<file path="config.mk">
export PLATFORM = sky130hd
export DESIGN_NAME = wdog_petkey
export DESIGN_NICKNAME = d
export VERILOG_FILES = /design/src/rtl/wdog_petkey.sv
export SDC_FILE = /design/constraint.sdc
export NUM_CORES = 1
export LEC_CHECK = 0
export ABC_AREA = 1
export BUFFER_PORTS_ARGS = -buffer_cell sky130_fd_sc_hd__buf_2
export CELL_PAD_IN_SITES_DETAIL_PLACEMENT = 0
export CELL_PAD_IN_SITES_GLOBAL_PLACEMENT = 2
export CORE_MARGIN = 1
export CORE_UTILIZATION = 27
export DETAILED_ROUTE_END_ITERATION = 8
export GPL_ROUTABILITY_DRIVEN = 0
export PLACE_DENSITY = 0.82
export RECOVER_POWER = 100
export SLEW_MARGIN = 30
export SYNTH_ARGS = -nofsm -noshare
export SYNTH_HDL_FRONTEND = slang
export SYNTH_SLANG_ARGS = --single-unit
</file>
<file path="constraint.sdc">
create_clock -name clk -period 1.6 [get_ports clk]
set_input_delay 0.32 -clock clk [delete_from_list [all_inputs] [get_ports clk]]
set_output_delay 0.32 -clock clk [all_outputs]
set_load 0.05 [all_outputs]
</file>
<file path="src/rtl/wdog_petkey.sv">
module wdog_petkey #(
  parameter int unsigned CNT_W = 31,
  parameter logic [CNT_W-1:0] INIT_TIMEOUT = CNT_W'(1000),
  parameter logic [7:0] PET_KEY = 8'h5A
) (
  input  logic        clk,
  input  logic        rst_n,
  input  logic        bus_we,
  input  logic [1:0]  bus_addr,
  input  logic [31:0] bus_wdata,
  output logic [31:0] bus_rdata,
  output logic        bite
);
  localparam int unsigned PAD_W = 32 - CNT_W;

  logic [CNT_W-1:0] load_q, cnt_q;
  logic             bit_q;

  wire wr_tmr = bus_we && bus_addr == 2'd0;
  wire clr    = bus_we && bus_addr == 2'd1 && bus_wdata == 32'd0;
  wire pet    = bus_we && bus_addr == 2'd2 && bus_wdata[31:24] == PET_KEY;

  always_ff @(posedge clk or negedge rst_n) begin
    if (!rst_n) begin
      load_q <= INIT_TIMEOUT;
      cnt_q  <= INIT_TIMEOUT;
      bit_q  <= 1'b0;
    end else begin
      if (wr_tmr) load_q <= bus_wdata[CNT_W-1:0];
      if (clr) begin
        bit_q <= 1'b0;
        cnt_q <= load_q;
      end else if (!bit_q) begin
        if (pet)              cnt_q <= load_q;
        else if (cnt_q == '0) bit_q <= 1'b1;
        else                  cnt_q <= cnt_q - 1'b1;
      end
    end
  end

  always_comb begin
    case (bus_addr)
      2'd0:    bus_rdata = {{PAD_W{1'b0}}, load_q};
      2'd1:    bus_rdata = {31'd0, bit_q};
      default: bus_rdata = 32'd0;
    endcase
  end

  assign bite = bit_q;
endmodule


</file>
[After elaboration in Yosys (flattened, before gate mapping)]
Index checks and enable logic that the tools add are counted.
Word-level totals
  register bits after elaboration: 63
  input port bits: 37
  output and inout port bits: 33
Cells by class
  add/sub/neg operators: 1
  equal/unequal tests: 5
  mux-type cells: 9
  reduce and logical (&&, ||, !) cells: 9
Operators by type and width (count)
  31-bit two-way mux: 4
  31-bit one-hot mux with 2 select lines: 1
  32-bit zero test: 1
  31-bit zero test: 1
  31-bit by 1-bit subtractor with 31-bit output, second input constant: 1
  8-bit by 7-bit == test with 1-bit output, second input constant: 1
  1-bit logical AND: 5
  1-bit two-way mux: 4
  3-bit inequality test, second input constant: 1
  2-bit by 1-bit == test with 1-bit output, second input constant: 1
  2-bit == test, second input constant: 1
  2-bit zero test: 1
  2-bit by 1-bit inequality test with 1-bit output, second input constant: 1
  2-bit AND reduction: 1

[Depth between registers and ports, before layout]
Gate-level depths: netlist of run 1.
  depth after elaboration: 6
  mapped depth: 14
  depth with buffers taken out: 12

[Worst setup path before layout of run 1]
No wires, ideal clock.
  kind: reg-to-output
  from: register bit_q (netlist: bite)
  to: output port bus_rdata[0]
  data arrival time: 1828 ps
  data required time: 1280 ps
  path slack: -548 ps
  cell stages (with the launch flop): 3
  buffers on the path: 0
  path through: dfrtp_1 > inv_1 > o21ai_0
On the way
  longest elaborated chain between the ends: 1
RTL lines
  from (decl): line 17  | logic bit_q;
  from (signal assigned): line 27  | bit_q <= 1'b0;
  from (signal assigned): line 31  | bit_q <= 1'b0;
  from (signal assigned): line 35  | else if (cnt_q == '0) bit_q <= 1'b1;
  31-bit one-hot mux with 2 select lines: line 42  | case (bus_addr)
  to (decl): line 11  | output logic [31:0] bus_rdata,
Every way passes these cells.

[Worst setup path in the final report of run 1]
  from: register cnt_q[2]
  to: register cnt_q[19]
On the way
  longest elaborated chain between the ends: 5
RTL lines
  from (decl): line 16  | logic [CNT_W-1:0] load_q, cnt_q;
  from (signal assigned): line 32  | cnt_q <= load_q;
  from (signal assigned): line 34  | if (pet) cnt_q <= load_q;
  from (signal assigned): line 36  | else cnt_q <= cnt_q - 1'b1;
  31-bit by 1-bit subtractor with 31-bit output: line 36
  31-bit two-way mux: line 35
  31-bit two-way mux: line 34
  31-bit two-way mux: line 33  | end else if (!bit_q) begin
  31-bit two-way mux: line 30  | if (clr) begin
Parallel ways exist; a longest one is shown, timed or not. The select of a mux whose other input is x is not followed.
A chain may end at the register's enable or synchronous reset.

==> results of run 1 <==
==> state kept, by name, summed over array words and instances (netlist names) <==
register / count
cnt_q: 31
load_q: 31
bite: 1
==> cells in the final DEF (no fill, tap or decap), drive strengths merged, types with 4 or more instances in the layout <==
master / instances
buf: 172
dfrtp: 51
xor2: 8
nand3: 61
o21ai: 30
nand2: 219
clkinv: 4
nand3b: 5
clkbuf: 24
nor3: 6
xnor2: 4
inv: 79
nand4: 16
dfstp: 12
a21oi: 8
nor2: 124
==> metal layers <==
layer | track usage [%] | up-vias
met5 | 0 | -
met4 | 6.024 | 0
met3 | 2.167 | 16
met2 | 28.92 | 105
met1 | 24.47 | 2199
li1 | - | 2375
==> layout make-up <==
type | count | area, sq um | share of cell area [%]
inverters | 80 | 312.8 | 4.930
well taps | 184 | 230.2 | 3.628
multi-input cells | 486 | 2379 | 37.49
flip-flops and latches | 63 | 1593 | 25.10
clock buffers | 9 | 225.2 | 3.550
clock inverters | 7 | 97.59 | 1.538
repair buffers | 187 | 1508 | 23.76
==> worst reg2reg max path, cell delays in order (launching register included) <==
cell and delay [ns]:
dfrtp_1 0.40, buf_6 0.13, nor2_4 0.11, nand2_4 0.07, nor2_4 0.11, nand2_2 0.08, nor2_2 0.11, nand2_1 0.06
nand2_2 0.11, nand2_8 0.11, clkinv_8 0.10, clkbuf_16 0.16, nand2_1 0.05, nand2_1 0.06
==> final timing paths <==
| check | start | to | slack (ns) |
|---|---|---|---|
| setup / recovery | cnt_q[2] | cnt_q[19] | -0.12 |
| hold / removal | bus_wdata[3] | load_q[3] | 0.24 |
| setup reg to reg | cnt_q[2] | cnt_q[19] | -0.12 |
| hold reg to reg | load_q[12] | load_q[12] | 0.48 |
| max in group asynchronous | rst_n | cnt_q[4] | 0.22 |
| min in group asynchronous | rst_n | load_q[1] | 0.44 |
==> through the flow <==
step | TNS (ns) | setup WS [ns] | hold WS, ns
floorplan | -6.330 | -0.1130 | 0.02441
global placement | -4.867 | -0.1932 | 0.3634
detailed placement | -5.316 | -0.1950 | 0.3675
CTS | -1.065 | -0.05135 | 0.01332
global route | -8.346 | -0.1967 | 0.2434
finish | -3.153 | -0.1242 | 0.2393
==> kinds of logic after synthesis <==
| kind of cell | after synthesis | synth area share, % |
|---|---|---|
| AO/OA/AOI/OAI | 40 | 4.953 |
| XOR/XNOR | 12 | 2.537 |
| adder cells (fa/ha/maj) | 1 | 0.3020 |
| buffers and inverters | 101 | 10.09 |
| flip-flops | 63 | 38.42 |
| other | 1 | 0.09052 |
| AND/OR/NAND/NOR | 432 | 43.61 |
==> report_power, final <==
| group | switching [W] | internal (W) |
|---|---|---|
| registers | 0.0000697 | 0.00174 |
| clock network | 0.000755 | 0.00137 |
| logic | 0.000513 | 0.000248 |
==> what timing repair did <==
| item | CTS | global route |
|---|---|---|
| setup buffers | 2 | 4 |
| gates resized for setup | 32 | 120 |
| cloned | 0 | 5 |
| endpoints found under the hold margin | 0 | 0 |
| setup endpoints to repair | 39 | 58 |
| pin swaps | 4 | 13 |
==> summary.md, run 1 <==
| Metric | Value |
|---|---|
| Status | finished with violations |
| Violated checks | setup timing |
| PwrDens | 739.0 mW/mm^2 |
| Top-count cell post-synth | nand2_1 |
| Most common flop cell mapped by yosys | dfrtp_1 |
| Register area share after synthesis | 38.42% |
| Setup slack after layout | -0.1242 ns |
| Arr. time, crit path | slightly below 2 ns |
| Max-slew headroom | between 2 and 3% |
| VDD IR max | 0.0004311 V |
| Initial Util | 28.08% |
| Hold Fails Final Rpt | 0 |
| Worst path top cell family by delay | simple AND/OR/NAND/NOR gates |
| Area of the mapped netlist | just over 0.004 sq mm |
| First-pass GRT wire length | roughly 22000 um |
| Power Total | 0.004689 W |
| CP Data Required Time | about 1.9 ns |
| Worst Skew | 0.008950 ns |
| Register-to-Register Path Depth | 13 |
| Cts hold-fix bufs | 0 |
| Clock buffer depth | 2 |
| Crit path capture type | flop |
| Max layer used | met4 |
| Most used cell, CP | nand2_1 |
| Post-Layout Cell Count | roughly 1000 |
| H-tree lvl count | 3 |
| Final Max Slew Viols | 0 |
| Minimum clock period | around 1.7 ns |
| Max stage delay on crit path | around 0.40 ns |
| Area added between synthesis and finish | 53.16% |
| P_leak | 3.479 nW |
| Vias/cell | about 4.6 |
| Utilization after layout | between 40% and 50% |
| Dominant cell type by area after synthesis | dfrtp_1 |
| Syn_area_per_cell | ~6.4 sq um |
| WS Path Type | reg -> reg |
| Buf+Inv Stages, Crit Path | 3 |
| Hold Path Class | in -> reg |
| Syn_nets | around 700 |
| Final period util | 107.8% |
| Post-DP HPWL | around 11000 um |
| Ys async rst share | 100.0% |
| Post-synth EDFFs | 0 |
| WL/cell | between 10 and 15 um |
| Cell chain of the critical path | buf_6, nor2_4, nand2_4, nor2_4, nand2_2, nor2_2, nand2_1, nand2_2, nand2_8, clkinv_8, clkbuf_16, nand2_1, nand2_1 |
| Worst-Margin Slew | roughly 1.5 ns |
| Wire length on met2 | approximately 6600 um |
| Initial antenna violation count | 0 |
| Row count | between 40 and 50 |
| Met3 wire len | approximately 540 um |
| ANT cells | 0 |
| Dpl cell area | between 0.005 and 0.006 sq mm |
| Clock tree from TritonCTS | done |
| Commonest cells post-synth | 216 x nand2_1, 117 x nor2_1, 76 x inv_1 |
| Total GRT Usage | between 10% and 20% |
| Die W | 125.9 um |
| Final Routed Wirelength | roughly 14000 um |
| Max Freq | between 500 and 600 MHz |
| Worst-path fanout max | 10 |
| Vias in the first global route | roughly 4500 |
| Cell variety after synth | 28 |
| Synth Warn # | 0 |
| Maxcap violations | 0 |
| Core area | between 0.01 and 0.015 sq mm |
| Crit path launch type | flop |
| DRC viols | 0 |
| Post-route ant nets | 0 |
| Hold path cells | 3 |
| Clock sinks | 63 |
| Layout cells sized above 1 | between 30 and 40% |
| Initial drt markers | ~200 |
| Die area | around 0.016 sq mm |
| Top Ports | 70 |
| Final setup fails | 32 |
| M1 wire length | 6792 um |
| Levels on crit path | 13 |
| Slowest cell on crit path | dfrtp_1 |
| FILL cells | roughly 1500 |
| Seq cells post-synth | 63 |
| Largest net degree at the start of global routing | 64 |
| RSZ-0062 raised after global routing | yes |
| Placed Instances | 989 |
| Pre-Repair DR Iteration Count | 4 |
| Grt ovf | 0 |
| Clock-pin transition on the worst setup and hold timing paths | around 0.06 ns |
| Area contributors post-synth | dfrtp_1 31%, nand2_1 20%, nor2_1 11% |
| Die Height | 125.9 um |
| Share of the synthesized area in the top cell type | 30.81% |
| Nets | roughly 870 |
| # port buffers | 68 |
| Root Driver | clkbuf_16 |
| CTS buffer count | 9 |
| Vias | around 4700 |
| Cells after Synth | 650 |
| Clk_lat worst skew | roughly 0.33 ns |
| Final Instance Area | 0.006345 sq mm |
(Power assumes the default switching activity.)
==> inputs of run 2 (changes only) <==
--- a/config.mk
+++ b/config.mk
@@ -10,10 +10,10 @@
 export CELL_PAD_IN_SITES_DETAIL_PLACEMENT = 0
 export CELL_PAD_IN_SITES_GLOBAL_PLACEMENT = 2
 export CORE_MARGIN = 1
-export CORE_UTILIZATION = 27
+export CORE_UTILIZATION = 33
 export DETAILED_ROUTE_END_ITERATION = 8
 export GPL_ROUTABILITY_DRIVEN = 0
-export PLACE_DENSITY = 0.82
+export PLACE_DENSITY = 0.92
 export RECOVER_POWER = 100
 export SLEW_MARGIN = 30
 export SYNTH_ARGS = -nofsm -noshare
==> constraint.sdc (replaced) <==
create_clock -name clk -period 2.1 [get_ports clk]
set_input_delay 0.42 -clock clk [delete_from_list [all_inputs] [get_ports clk]]
set_output_delay 0.42 -clock clk [all_outputs]
set_load 0.05 [all_outputs]
==> run 2 against run 1 <==
Net effect:
- the flow finishes with violations (capacitance limit, slew limit)
- non-clock buffer count fell by 82
- clock skew barely moved
- final area fell by 17%
- highest routed layer unchanged
- core utilization rose by 0.44 points
==> summary.md, run 2 (synthesis gave the netlist of run 1 again) <==
| Metric | Value |
|---|---|
| Area added between synthesis and finish | 27.00% |
| Max Freq | 503.1 MHz (-13%) |
| Largest net degree at the start of global routing | 64 (unchanged) |
| First-pass GRT wire length | 20490 um (-8.2%) |
| CTS buffer count | 9 (unchanged) |
| Die area | 0.01301 sq mm (-18%) |
| WL/cell | 13.43 um (-4.2%) |
| Internal cell power | 0.002756 W (-18%) |
| Post-DP HPWL | 9439 um (-10%) |
| Final setup TNS | 0 ns (+3.153 ns) |
| Final Instance Area | 0.005261 sq mm (-17%) |
| WS Path Type | reg -> reg |
| Crit path launch type | flop |
| Most frequent cells in the layout | 216 x nand2_1, 116 x nor2_1, 76 x inv_1 |
| Crit path capture type | flop |
| Layout cells sized above 1 | 19.73% (-16 points) |
| Cell chain of the critical path | nor2_1, nand2_1, nor2_4, nand2_2, nor2_1, nand2_1, nand2_1, nand2_2, clkinv_2, clkbuf_4, nand2_1, nand2_1 |
| Clock power frac | 49.5% (+4.3 points) |
| Worst-path fanout max | 13 (+3) |
| Worst flop-to-flop path startpoint | cnt_q[14] |
| Most used cell, CP | nand2_1 |
| Post-CTS Setup Inserts | 0 (-2) |
| Post_cts resized | 0 (-100%) |
| # port buffers | 68 (unchanged) |
| Hold Fails Final Rpt | 0 (unchanged) |
| Status | finished with violations |
| RSZ-0062 raised after global routing | no |
| Core area | 0.01211 sq mm (-18%) |
| Arr. time, crit path | 2.25 ns (+0.26 ns) |
| Grt ovf | 0 (unchanged) |
| Die Height | 114.0 um (-9.4%) |
| Worst-Margin Slew | 1.653 ns (+0.1982 ns) |
| Initial antenna violation count | 0 (unchanged) |
| Violated checks | capacitance limit, slew limit |
| Clock-pin transition on the worst setup and hold timing paths | 0.06 ns (about the same) |
| Setup slack after layout | 0.1125 ns (+0.2367 ns) |
| Die W | 114.0 um (-9.4%) |
| Commonest non-fill, non-tap cell in the layout | nand2_1 |
| Comb pwr share | 13.8% (-2.4 points) |
| VDD IR max | 0.0003875 V (-10%) |
| Clock tree from TritonCTS | done |
| Sw frac | 26.57% (-2.0 points) |
| Minimum clock period | 1.988 ns (+0.2633 ns) |
| Vias/cell | 4.690 (+1.5%) |
| Cts hold-fix bufs | 0 (unchanged) |
| Clock sinks | 63 (unchanged) |
| Slowest cell on crit path | dfrtp_1 |
| Final setup fails | 0 (-100%) |
| Power Total | 0.003753 W (-20%) |
| Initial Util | 34.20% (+6.1 points) |
| Critical Path Source | cnt_q[14] |
| Final Max Slew Viols | 64 (+64) |
| Final period util | 94.64% (-13 points) |
| Clock buffer depth | 2 (unchanged) |
| P_leak | 2.973 nW (-15%) |
| Multi-input gate area | 0.002136 sq mm (-10%) |
| Initial drt markers | 268 (+37%) |
| Top Ports | 70 (unchanged) |
| H-tree lvl count | 3 (unchanged) |
| Min-delay src | bus_wdata[3] |
| Nets | 783 (-9.5%) |
| Vias in the first global route | 4120 (-8.2%) |
| Register area | 0.001592 sq mm (about the same) |
| Pre-Repair DR Iteration Count | 5 (+1) |
| Post-Layout Cell Count | 918 (-9.6%) |
| Hold Path Class | in -> reg |
| Psw | 0.0009974 W (-25%) |
| DRC viols | 0 (unchanged) |
| Dpl cell area | 0.004920 sq mm (-10%) |
| ANT cells | 0 (unchanged) |
| Vias | 4305 (-8.3%) |
| Placed Instances | 902 (-8.8%) |
| Root Driver | clkbuf_16 |
| Max stage delay on crit path | 0.43 ns (+0.03 ns) |
| Final Routed Wirelength | 12330 um (-13%) |
| Clk_lat worst skew | 0.33 ns (about the same) |
| Maxcap violations | 1 (+1) |
| Post-route ant nets | 0 (unchanged) |
| FILL cells | 1341 (-12%) |
| Sequential share of power | 36.7% (-1.8 points) |
| Setup Slack @ Placement | 0.005431 ns (+0.2004 ns) |
| Total GRT Usage | 20.16% (+2.4 points) |
| Max-slew headroom | -10.23% (-13 points) |
| PwrDens | 713.4 mW/mm^2 (-3.5%) |
| Worst Skew | 0.008786 ns (-0.0001648 ns) |
| CP Data Required Time | 2.36 ns (+0.49 ns) |
| Row count | 40 (-9.1%) |
## run 2: routing by layer
metal | vias up | global-route usage (%) | routed length, um
met4 | 0 | 5.541 | 140
met3 | 9 | 3.401 | 545
met1 | 1978 | 27.37 | 5959
li1 | 2207 | - | -
met5 | - | 0 | 0
met2 | 111 | 33.09 | 5685
## run 2: per-stage QoR
step	hold WS [ns]	utilization [%]
2_1_floorplan	0.1244	-
3_3_place_gp	0.4661	40.60
4_1_cts	0.1186	43.68
3_5_place_dp	0.4669	40.62
6_report	0.3487	43.44
5_1_grt	0.3545	43.44
## run 2: layout make-up
type                    count  share of cell area (%)
clock buffers               9                   4.281
clock inverters             7                   2.759
inverters                  80                   5.731
multi-input cells         486                   40.59
flip-flops and latches     63                   30.25
well taps                 168                   3.995
repair buffers            105                   12.39
## run 2: worst paths after layout
check / end / slack (ns) / cells past startpoint
max: cnt_q[14] / 0.11 / 12
min: load_q[3] / 0.35 / 3
max reg2reg: cnt_q[14] / 0.11 / 12
min reg2reg: load_q[29] / 0.48 / 2
max in group asynchronous: load_q[26] / 0.52 / 2
min in group asynchronous: cnt_q[4] / 0.60 / 2
## run 2: power groups by stage
stage	clock network, W	logic, W	registers [W]
finish	0.00186	0.000517	0.00138
global route	0.00194	0.000573	0.00139
CTS	0.00188	0.000526	0.00138
detailed placement	0	0.000524	0.00140
global placement	0	0.000524	0.00139
floorplan	0	0.000328	0.00138
## run 2: worst max-delay path, delay by kind of cell, from the launching register on
family / cells / cell delay (ns)
and+or+nand+nor: 10 / 1.19
buffers and inverters: 2 / 0.31
DFF: 1 / 0.43
==> inputs of run 3 (changes only) <==
--- a/config.mk
+++ b/config.mk
@@ -10,10 +10,10 @@
 export CELL_PAD_IN_SITES_DETAIL_PLACEMENT = 0
 export CELL_PAD_IN_SITES_GLOBAL_PLACEMENT = 2
 export CORE_MARGIN = 1
-export CORE_UTILIZATION = 33
+export CORE_UTILIZATION = 30
 export DETAILED_ROUTE_END_ITERATION = 8
 export GPL_ROUTABILITY_DRIVEN = 0
-export PLACE_DENSITY = 0.92
+export PLACE_DENSITY = 0.86
 export RECOVER_POWER = 100
 export SLEW_MARGIN = 30
 export SYNTH_ARGS = -nofsm -noshare
==> constraint.sdc (replaced) <==
create_clock -name clk -period 1.84 [get_ports clk]
set_input_delay 0.368 -clock clk [delete_from_list [all_inputs] [get_ports clk]]
set_output_delay 0.368 -clock clk [all_outputs]
set_load 0.05 [all_outputs]
==> run 3 against run 2 <==
Net effect:
- fmax up 8.3%
- global-route usage down 1.2 points
- clock skew about the same
- critical path depth down 1
- cell count up 6.1%
- final area up 9.8%
- flip-flop and latch count unchanged
- power up 5.3%
- the run now ends clean
- sequential share of layout area down 2.7 points
==> summary.md, run 3 (synthesis gave the netlist of run 1 again) <==
| Metric | Value |
|---|---|
| Final Instance Area | 0.005777 sq mm (+9.8%) |
| FILL cells | 1461 (+8.9%) |
| Clock tree from TritonCTS | done |
| Placed Instances | 951 (+5.4%) |
| DRC viols | 0 (unchanged) |
| Top Ports | 70 (unchanged) |
| Core area | 0.01335 sq mm (+10%) |
| Vias | 4529 (+5.2%) |
| Vias/cell | 4.650 (-0.85%) |
| Clock buffer depth | 2 (unchanged) |
| Dpl cell area | 0.005275 sq mm (+7.2%) |
| Crit path launch type | flop |
| CTS buffer count | 9 (unchanged) |
| Crit path capture type | flop |
| Worst-Margin Slew | 1.131 ns (-0.5220 ns) |
| Arr. time, crit path | 2.06 ns (-0.19 ns) |
| Largest net degree at the start of global routing | 63 (-1.6%) |
| WS Path Type | reg -> reg |
| Grt ovf | 0 (unchanged) |
| Initial antenna violation count | 0 (unchanged) |
| Clock-pin transition on the worst setup and hold timing paths | 0.06 ns (about the same) |
| Final Routed Wirelength | 13470 um (+9.2%) |
| Area added between synthesis and finish | 39.44% |
| Final period util | 99.72% (+5.1 points) |
| CP Data Required Time | 2.06 ns (-0.30 ns) |
| WL/cell | 13.82 um (+2.9%) |
| Clk_lat worst skew | 0.34 ns (about the same) |
| Commonest non-fill, non-tap cell in the layout | nand2_1 |
| ANT cells | 0 (unchanged) |
| # port buffers | 68 (unchanged) |
| Root Driver | clkbuf_16 |
| Hold Fails Final Rpt | 0 (unchanged) |
| VDD IR max | 0.0004989 V (+29%) |
| Total GRT Usage | 18.99% (-1.2 points) |
| Pre-Repair DR Iteration Count | 5 (unchanged) |
| Setup slack after layout | 0.005243 ns (-0.1072 ns) |
| Worst Skew | 0.008903 ns (+0.0001175 ns) |
| Post-Layout Cell Count | 974 (+6.1%) |
| PwrDens | 684.2 mW/mm^2 (-4.1%) |
| H-tree lvl count | 3 (unchanged) |
| Final Max Slew Viols | 0 (-100%) |
| Layout cells sized above 1 | 25.94% (+6.2 points) |
| Post-route ant nets | 0 (unchanged) |
| Most frequent cells in the layout | 214 x nand2_1, 108 x nor2_1, 75 x inv_1 |
| Cts hold-fix bufs | 0 (unchanged) |
| First-pass GRT wire length | 21290 um (+3.9%) |
| Clock sinks | 63 (unchanged) |
| Initial drt markers | 177 (-34%) |
| Die area | 0.01428 sq mm (+9.8%) |
| Initial Util | 31.04% (-3.2 points) |
| Vias in the first global route | 4323 (+4.9%) |
| Hold Path Class | in -> async |
| Nets | 831 (+6.1%) |
| Die W | 119.5 um (+4.8%) |
| Setup Slack @ Placement | -0.1371 ns (-0.1425 ns) |
| Final setup TNS | 0 ns (unchanged) |
| Final setup fails | 0 (unchanged) |
| Worst-path fanout max | 7 (-6) |
| P_leak | 3.249 nW (+9.3%) |
| Post-DP HPWL | 10210 um (+8.2%) |
| Status | finished clean |
| Max Freq | 545.0 MHz (+8.3%) |
| Row count | 42 (+5.0%) |
| Die Height | 119.5 um (+4.8%) |
| Max-slew headroom | 24.58% (+35 points) |
| Minimum clock period | 1.835 ns (-0.1528 ns) |
| Power Total | 0.003952 W (+5.3%) |
| Maxcap violations | 0 (-1) |
run 3: cell count changes in the layout (fill, tap and decap cells not counted), moves of 3 or more:
cell and delta:
buf_2 +7, buf_4 +41, bufinv_16 -3, clkbuf_16 +5, clkbuf_2 -10, nor2_1 -8
nor2_2 +5, nor2_4 +3
run 3: power by group:
part	switching, W	leakage (nW)	internal, W	total [W]
clock network	0.000667	0.141	0.00109	0.00176
registers	0.0000595	0.783	0.00151	0.00157
logic	0.000430	2.33	0.000195	0.000625
total	0.00116	3.25	0.00280	0.00395
run 3: path summary, 6_finish.rpt:
check	slack, ns	depth (start not counted)	startpoint	to
max	0.005	11	cnt_q[21]	cnt_q[25]
min	0.23	1	rst_n	cnt_q[4]
max reg2reg	0.005	11	cnt_q[21]	cnt_q[25]
min reg2reg	0.48	2	load_q[17]	load_q[17]
max in group asynchronous	0.36	2	rst_n	cnt_q[23]
min in group clk	0.30	3	bus_wdata[3]	load_q[3]
run 3: metal layers:
layer | track usage (%) | part of all wire [%] | vias up
met3 | 1.806 | 4.2 | 16
met5 | 0 | 0 | -
met2 | 30.82 | 47 | 111
li1 | - | - | 2305
met4 | 7.266 | 1.9 | 0
met1 | 26.10 | 47 | 2097
run 3: stage by stage:
step	hold WS, ns	utilization [%]
after floorplan	0.07241	-
after global placement	0.3761	39.50
after detailed placement	0.3785	39.52
after CTS	0.02440	41.84
after global routing	0.3255	43.28
final	0.2347	43.28
run 3: cell type report:
class | count | area, sq um | area share [%]
multi-input cells | 486 | 2207 | 38.21
flip-flops and latches | 63 | 1592 | 27.55
repair buffers | 153 | 1136 | 19.67
inverters | 80 | 312.8 | 5.415
clock buffers | 10 | 239.0 | 4.137
well taps | 176 | 220.2 | 3.812
clock inverters | 6 | 70.07 | 1.213
run 3: worst max-delay path: stages, from the launching register on:
cell,delay [ns]
dfrtp_1,0.38
nor2_1,0.18
nand2_1,0.12
nor2_2,0.17
nand2_1,0.11
nor2_4,0.12
nand2_1,0.06
nand2_2,0.12
nand2_8,0.13
clkbuf_16,0.19
nand3_1,0.08
nand2_1,0.06
run 3: timing repair:
item,4_1_cts,5_1_grt
endpoints found under the setup margin,0,62
gates resized for setup,0,38
setup buffers,0,1
endpoints found under the hold margin,0,0
